==> src/rtl/adcr_pkg.sv <==
package adcr_pkg;

    typedef enum logic [1:0] {
        PM_NORMAL  = 2'b00,
        PM_PARTIAL = 2'b01,
        PM_FULL    = 2'b10
    } pwr_mode_e;

    // How long the strobe stayed low, judged at its rising edge
    typedef enum logic [1:0] {
        HOLD_EARLY  = 2'b00,
        HOLD_WINDOW = 2'b01,
        HOLD_LONG   = 2'b10
    } hold_cls_e;

endpackage

==> src/rtl/adcr_edge_sync.sv <==
module adcr_edge_sync #(
    parameter int   STAGES    = 2,
    parameter logic RST_LEVEL = 1'b0
) (
    input  logic clk,
    input  logic rst_n,
    input  logic din,
    output logic level,
    output logic rise,
    output logic fall
);

    typedef struct packed {
        logic [STAGES-1:0] pipe;
        logic              prev;
    } sync_st_t;

    sync_st_t st_q, st_d;

    always_comb begin
        st_d      = st_q;
        st_d.pipe = (st_q.pipe << 1) | STAGES'(din);
        st_d.prev = st_q.pipe[STAGES-1];
    end

    always_ff @(posedge clk or negedge rst_n) begin
        if (!rst_n) begin
            st_q.pipe <= {STAGES{RST_LEVEL}};
            st_q.prev <= RST_LEVEL;
        end else begin
            st_q <= st_d;
        end
    end

    assign level = st_q.pipe[STAGES-1];
    assign rise  = level & ~st_q.prev;
    assign fall  = ~level & st_q.prev;

endmodule

==> src/rtl/adcr_edge_count.sv <==
module adcr_edge_count #(
    parameter int CNT_W = 5
) (
    input  logic             clk,
    input  logic             rst_n,
    input  logic             clr,
    input  logic             inc,
    output logic [CNT_W-1:0] count
);

    localparam logic [CNT_W-1:0] LIMIT = '1;

    typedef struct packed {
        logic [CNT_W-1:0] cnt;
    } cnt_st_t;

    cnt_st_t st_q, st_d;

    always_comb begin
        st_d = st_q;
        if (clr) begin
            st_d.cnt = '0;
        end else if (inc && st_q.cnt != LIMIT) begin
            st_d.cnt = st_q.cnt + 1'b1;
        end
    end

    always_ff @(posedge clk or negedge rst_n) begin
        if (!rst_n) begin
            st_q <= '0;
        end else begin
            st_q <= st_d;
        end
    end

    assign count = st_q.cnt;

endmodule

==> src/rtl/adcr_frame_shift.sv <==
module adcr_frame_shift #(
    parameter int SAMPLE_W = 12,
    parameter int LEAD     = 3,
    parameter int TRAIL    = 1
) (
    input  logic                clk,
    input  logic                rst_n,
    input  logic                load,
    input  logic [SAMPLE_W-1:0] sample,
    input  logic                advance,
    input  logic                drop,
    output logic                dout,
    output logic                oe
);

    localparam int FRAME_W = LEAD + SAMPLE_W + TRAIL;

    typedef struct packed {
        logic [FRAME_W-1:0] frame;
        logic               bitv;
        logic               oe;
    } frm_st_t;

    frm_st_t st_q, st_d;

    always_comb begin
        st_d = st_q;
        if (load) begin
            // leading zeros come from zero extension, trailing from the shift
            st_d.frame = FRAME_W'(sample) << TRAIL;
            st_d.bitv  = 1'b0;
            st_d.oe    = 1'b1;
        end else begin
            if (advance) begin
                st_d.bitv  = st_q.frame[FRAME_W-1];
                st_d.frame = st_q.frame << 1;
            end
            if (drop) begin
                st_d.oe = 1'b0;
            end
        end
    end

    always_ff @(posedge clk or negedge rst_n) begin
        if (!rst_n) begin
            st_q <= '0;
        end else begin
            st_q <= st_d;
        end
    end

    assign oe   = st_q.oe;
    assign dout = st_q.oe & st_q.bitv;

endmodule

==> src/rtl/adcr_mode_fsm.sv <==
module adcr_mode_fsm
    import adcr_pkg::*;
#(
    parameter int CNT_W     = 5,
    parameter int ENTER_MIN = 4,
    parameter int EXIT_MIN  = 13
) (
    input  logic             clk,
    input  logic             rst_n,
    input  logic             decide,
    input  logic [CNT_W-1:0] hold_cnt,
    output pwr_mode_e        mode
);

    localparam logic [CNT_W-1:0] ENTER_C = CNT_W'(ENTER_MIN);
    localparam logic [CNT_W-1:0] EXIT_C  = CNT_W'(EXIT_MIN);

    typedef struct packed {
        pwr_mode_e mode;
    } fsm_st_t;

    fsm_st_t   st_q, st_d;
    hold_cls_e cls;

    always_comb begin
        if (hold_cnt < ENTER_C) begin
            cls = HOLD_EARLY;
        end else if (hold_cnt < EXIT_C) begin
            cls = HOLD_WINDOW;
        end else begin
            cls = HOLD_LONG;
        end
    end

    always_comb begin
        st_d = st_q;
        if (decide) begin
            unique case (st_q.mode)
                PM_NORMAL: begin
                    if (cls == HOLD_WINDOW) st_d.mode = PM_PARTIAL;
                end
                PM_PARTIAL: begin
                    if (cls == HOLD_WINDOW)    st_d.mode = PM_FULL;
                    else if (cls == HOLD_LONG) st_d.mode = PM_NORMAL;
                end
                PM_FULL: begin
                    if (cls == HOLD_LONG) st_d.mode = PM_NORMAL;
                end
                default: st_d.mode = PM_NORMAL;
            endcase
        end
    end

    always_ff @(posedge clk or negedge rst_n) begin
        if (!rst_n) begin
            st_q.mode <= PM_NORMAL;
        end else begin
            st_q <= st_d;
        end
    end

    assign mode = st_q.mode;

endmodule

==> src/rtl/adc_serial_responder.sv <==
module adc_serial_responder
    import adcr_pkg::*;
#(
    parameter int SAMPLE_W    = 12,
    parameter int LEAD_ZEROS  = 3,
    parameter int TRAIL_ZEROS = 1,
    parameter int CNT_W       = 5,
    parameter int SYNC_STAGES = 2,
    parameter int ENTER_MIN   = 4,
    parameter int EXIT_MIN    = 13
) (
    input  logic                clk,
    input  logic                rst_n,
    input  logic                cnv_start_n,
    input  logic                ser_clk,
    input  logic [SAMPLE_W-1:0] sample_in,
    output logic                ser_dout,
    output logic                ser_dout_oe,
    output logic [1:0]          pwr_mode
);

    localparam int FRAME_W = LEAD_ZEROS + SAMPLE_W + TRAIL_ZEROS;
    localparam logic [CNT_W-1:0] FRAME_C = CNT_W'(FRAME_W);
    localparam logic [CNT_W-1:0] EXIT_C  = CNT_W'(EXIT_MIN);

    logic             stb_level, stb_rise, stb_fall;
    logic             sck_level, sclk_rise, sck_fall;
    logic [CNT_W-1:0] cnt;
    logic             advance, drop;
    pwr_mode_e        mode_w;

    adcr_edge_sync #(.STAGES(SYNC_STAGES), .RST_LEVEL(1'b1)) u_stb_sync (
        .clk   (clk),
        .rst_n (rst_n),
        .din   (cnv_start_n),
        .level (stb_level),
        .rise  (stb_rise),
        .fall  (stb_fall)
    );

    adcr_edge_sync #(.STAGES(SYNC_STAGES), .RST_LEVEL(1'b0)) u_sck_sync (
        .clk   (clk),
        .rst_n (rst_n),
        .din   (ser_clk),
        .level (sck_level),
        .rise  (sclk_rise),
        .fall  (sck_fall)
    );

    adcr_edge_count #(.CNT_W(CNT_W)) u_count (
        .clk   (clk),
        .rst_n (rst_n),
        .clr   (stb_fall),
        .inc   (sclk_rise),
        .count (cnt)
    );

    // A strobe edge takes priority over a serial-clock edge in the same cycle
    always_comb begin
        advance = sclk_rise & ~stb_fall;
        drop    = 1'b0;
        if (stb_rise) begin
            drop = (cnt < EXIT_C) || (cnt >= FRAME_C);
        end else if (advance && cnt == FRAME_C) begin
            drop = 1'b1;
        end
    end

    adcr_frame_shift #(
        .SAMPLE_W (SAMPLE_W),
        .LEAD     (LEAD_ZEROS),
        .TRAIL    (TRAIL_ZEROS)
    ) u_frame (
        .clk     (clk),
        .rst_n   (rst_n),
        .load    (stb_fall),
        .sample  (sample_in),
        .advance (advance),
        .drop    (drop),
        .dout    (ser_dout),
        .oe      (ser_dout_oe)
    );

    adcr_mode_fsm #(
        .CNT_W     (CNT_W),
        .ENTER_MIN (ENTER_MIN),
        .EXIT_MIN  (EXIT_MIN)
    ) u_mode (
        .clk      (clk),
        .rst_n    (rst_n),
        .decide   (stb_rise),
        .hold_cnt (cnt),
        .mode     (mode_w)
    );

    assign pwr_mode = mode_w;

    logic unused_levels;
    assign unused_levels = stb_level ^ sck_level ^ sck_fall;

endmodule

==> config.mk <==
export PLATFORM = sky130hd
export DESIGN_NAME = adc_serial_responder
export DESIGN_NICKNAME = d
export VERILOG_FILES = /design/src/rtl/adcr_pkg.sv /design/src/rtl/adcr_edge_sync.sv /design/src/rtl/adcr_edge_count.sv /design/src/rtl/adcr_frame_shift.sv /design/src/rtl/adcr_mode_fsm.sv /design/src/rtl/adc_serial_responder.sv
export SDC_FILE = /design/constraint.sdc
export NUM_CORES = 1
export LEC_CHECK = 0
export BUFFER_PORTS_ARGS = -buffer_cell sky130_fd_sc_hd__buf_2
export CAP_MARGIN = 20
export CORE_ASPECT_RATIO = 1.25
export CORE_MARGIN = 3
export CORE_UTILIZATION = 50
export CTS_BUF_LIST = sky130_fd_sc_hd__clkbuf_16
export DETAILED_ROUTE_END_ITERATION = 16
export PLACE_DENSITY_LB_ADDON = 0.25
export SKIP_CTS_REPAIR_TIMING = 1
export SYNTH_ARGS = -nofsm -noshare
export SYNTH_HDL_FRONTEND = slang
export SYNTH_SLANG_ARGS = --single-unit
export TNS_END_PERCENT = 1
==> constraint.sdc <==
create_clock -name clk -period 2.5 [get_ports clk]
set_input_delay 0.25 -clock clk [delete_from_list [all_inputs] [get_ports clk]]
set_output_delay 0.25 -clock clk [all_outputs]
set_load 0.03 [all_outputs]
==> implementation parameters <==
Parameter                              Value

Place
  Half-perimeter wire length of the detailed placement result ... 1.72 mm
  Count of input and output buffers ... 19
  Final RePlAce weighted congestion ... between 0.7 and 0.8
  Placement-stage cell area ... 1470 um^2

Floorplanning
  Cell Rows ... 20
  Count of pins on the block boundary ... 20
  Core Region ... 2500 um^2
  Starting utilization of the core area ... 0.538
  Horiz. Die Dim ... 52.4 um
  Die area ... approximately 3400 um^2
  Floorplan die height ... 64.0 um

Setup path
  Highest fanout seen on the critical path ... 6
  Critical Path Sink Type ... flop
  Startpoint of the most critical register-to-register path ... u_count.count[0]
  FF-to-FF End ... u_count.count[0]
  Internal reg-to-reg setup slack ... 0.68 ns
  Kind of launch point of the worst setup path ... flop
  Arr. time, crit path ... 1.94 ns
  Data required time of the worst path ... 2.62 ns
  Worst setup path category ... flop to flop
  Depth of the worst register-to-register path ... 6

Hold path
  Type of the tightest min-delay check ... primary input to async pin

Finish
  Design Area, Final ... 1610 um^2
  Count of antenna diodes in the layout ... 0
  Area growth, synth to finish ... 19.8%
  Fraction of layout instances using a drive strength above 1 ... 0.207
  Layout net count ... 182
  Fillers ... approximately 230

Global routing
  Overflow left after global routing ... 0
  Wire length of the first global-routing pass ... 4.47 mm
  Antenna violations before repair ... 0
  Vias in the first global route ... 1,033
  Overall global routing resource usage ... 0.181
  Largest net degree at the start of global routing ... 31

Logic synthesis
  Share of flip-flops with an asynchronous set or reset ... 1.00
  Synth Warn # ... 0
  Number of distinct library cell variants in the gate-level netlist after synthesis ... 30
  Sequential share of the synthesized area ... 0.561
  Cell area after synthesis ... 1350 um^2
  Net count after synthesis ... 160
  Number of enable-type register cells in the synthesized netlist ... 0
  Post-Synthesis Cells ... 141
  Average cell area after synthesis ... 9.54 um^2
  Flop and latch count out of synthesis ... 30
  Flip-flop cell with the highest count after synthesis ... dfrtp_1

STA
  Fmax ... 549 MHz
  Unrepaired setup endpoints after global routing ... false
  Total count of max-transition violations in the final report ... 0
  Setup skew after layout ... 0.00310 ns
  Share of the clock period used by the worst path after layout ... 0.729
  Final critical path time including I/O delays and setup ... 1.82 ns
  Slew at the pin with the worst max-slew slack ... 0.729 ns
  Aggregate negative setup slack ... 0 ns
  Hold Violations, Final ... 0
  Finish-stage setup viols ... 0
  Relative slew slack ... 0.513

Pwr
  Power density of the placed cells ... 808 nW/um^2
  VDD IR-drop max ... 683 uV
  Leakage power figure ... between 0.7 and 0.8 nW

Detailed routing
  Routed via count divided by cell count ... 5.44
  Mean routed wirelength per cell ... around 13 um
  First-pass iteration count of the detailed router ... 4
  Routed wire length ... ~2.5 mm
  DRC violations left ... 0
  Final antenna-violating net count ... 0
  Number of DRC markers in iteration 0 ... 32
  Via Count ... about 1,100

Clocking
  Max Buffers Root-to-Sink ... 2
  Post-CTS clock slew at the launch and capture registers of the worst setup and hold paths ... 0.05 ns
  CTS H-tree lvls ... 2
  Clock Tree Root ... clkbuf_16
  Clock latency on the worst-skew pair ... 0.27 ns
  Cts bufs inserted ... 5
  Clock Sink Count ... 30
  TritonCTS clock tree ... built

Outcome
  Outcome ... completed

Flow run
  Max-capacitance violation count ... 0
-- stage by stage --
stage / power (mW) / setup slack, ns / utilization / hold slack [ns] / instances
2_1_floorplan: 0.698 / 0.799 / - / -0.0456 / 141
3_3_place_gp: 0.749 / 0.761 / 0.589 / 0.308 / 189
3_5_place_dp: 0.758 / 0.674 / 0.589 / 0.314 / 189
4_1_cts: 1.31 / 0.667 / 0.644 / 0.0283 / 197
5_1_grt: 1.36 / 0.586 / 0.644 / 0.0563 / 197
6_report: 1.30 / 0.678 / 0.644 / 0.00118 / 197
-- power breakdown --
part,leakage [nW],switching (mW),internal [mW]
registers,0.366,0.0447,0.544
clock network,0.0724,0.195,0.358
logic,0.325,0.0933,0.0670
total,0.764,0.333,0.969
-- per-layer routing --
layer	track usage	vias up	wire (um)
li1	-	526	-
met2	0.293	22	1310
met3	0.0420	7	98
met1	0.218	516	1080
met4	0.0958	0	42
met5	0	-	0
-- state kept, by name (all words and copies together), names as in the netlist --
name	flops
u_frame.st_q	16
u_count.count	5
u_mode.mode	2
u_sck_sync.st_q	2
u_stb_sync.st_q	2
u_frame.oe	1
u_sck_sync.level	1
u_stb_sync.level	1
-- layout by cell type, fill, tap and decap left out, drive strengths merged, types with 2 or more instances in the layout --
master	instances
a31oi	11
nand2b	5
o31ai	3
dfrtp	27
nor2b	2
o21ai	3
nand3	2
nand2	35
clkbuf	5
nor2	13
a21oi	8
buf	22
xnor2	2
dfstp	3
inv	5
clkinv	2
ha	3
-- worst max path at each step --
stage / from / endpoint / slack (ns) / depth (start not counted)
6_report: u_count.count[0] / u_count.count[0] / 0.68 / 6
5_1_grt: u_count.count[0] / u_count.count[0] / 0.59 / 6
4_1_cts: u_count.count[0] / u_count.count[2] / 0.67 / 6
3_5_place_dp: u_count.count[0] / u_count.count[2] / 0.67 / 6
3_3_place_gp: u_count.count[0] / u_count.count[0] / 0.76 / 6
2_1_floorplan: u_count.count[0] / u_count.count[3] / 0.80 / 5
-- cell type report --
type	instances	area, um^2	area share
clock buffer	5	125	0.0776
clock inverter	3	12.5	0.00776
tap	33	41.3	0.0256
inverter	4	15.0	0.00932
sequential	30	754	0.468
timing repair buffer	22	118	0.0730
multi-input combinational	100	546	0.339
-- worst max-delay path: stages (launching register included) --
cell     delay [ns]
dfrtp_1        0.43
ha_1           0.23
and3_1         0.18
ha_1           0.24
nor3b_1        0.37
xnor2_1        0.17
nor2_1         0.06
-- cell usage after synthesis, drive strengths merged, types with 3 or more instances --
cell type  count  area share
a21oi          8       0.030
a31oi         11       0.051
buf            3       0.011
clkbuf         4       0.011
dfrtp         27        0.50
dfstp          3       0.059
ha             3       0.028
inv            4       0.011
nand2         35       0.098
nand2b         5       0.023
nor2          13       0.036
o21ai          3       0.011
o31ai          3       0.020
-- logic make-up after synthesis --
family          Yosys count  share of synthesized area
fa+ha+maj                 3                     0.0279
buf+inv                  11                     0.0335
compound gates           29                      0.140
simple gates             66                      0.225
xor+xnor                  2                     0.0130
flops                    30                      0.561
Note: power is estimated with default switching activity, not from simulation.
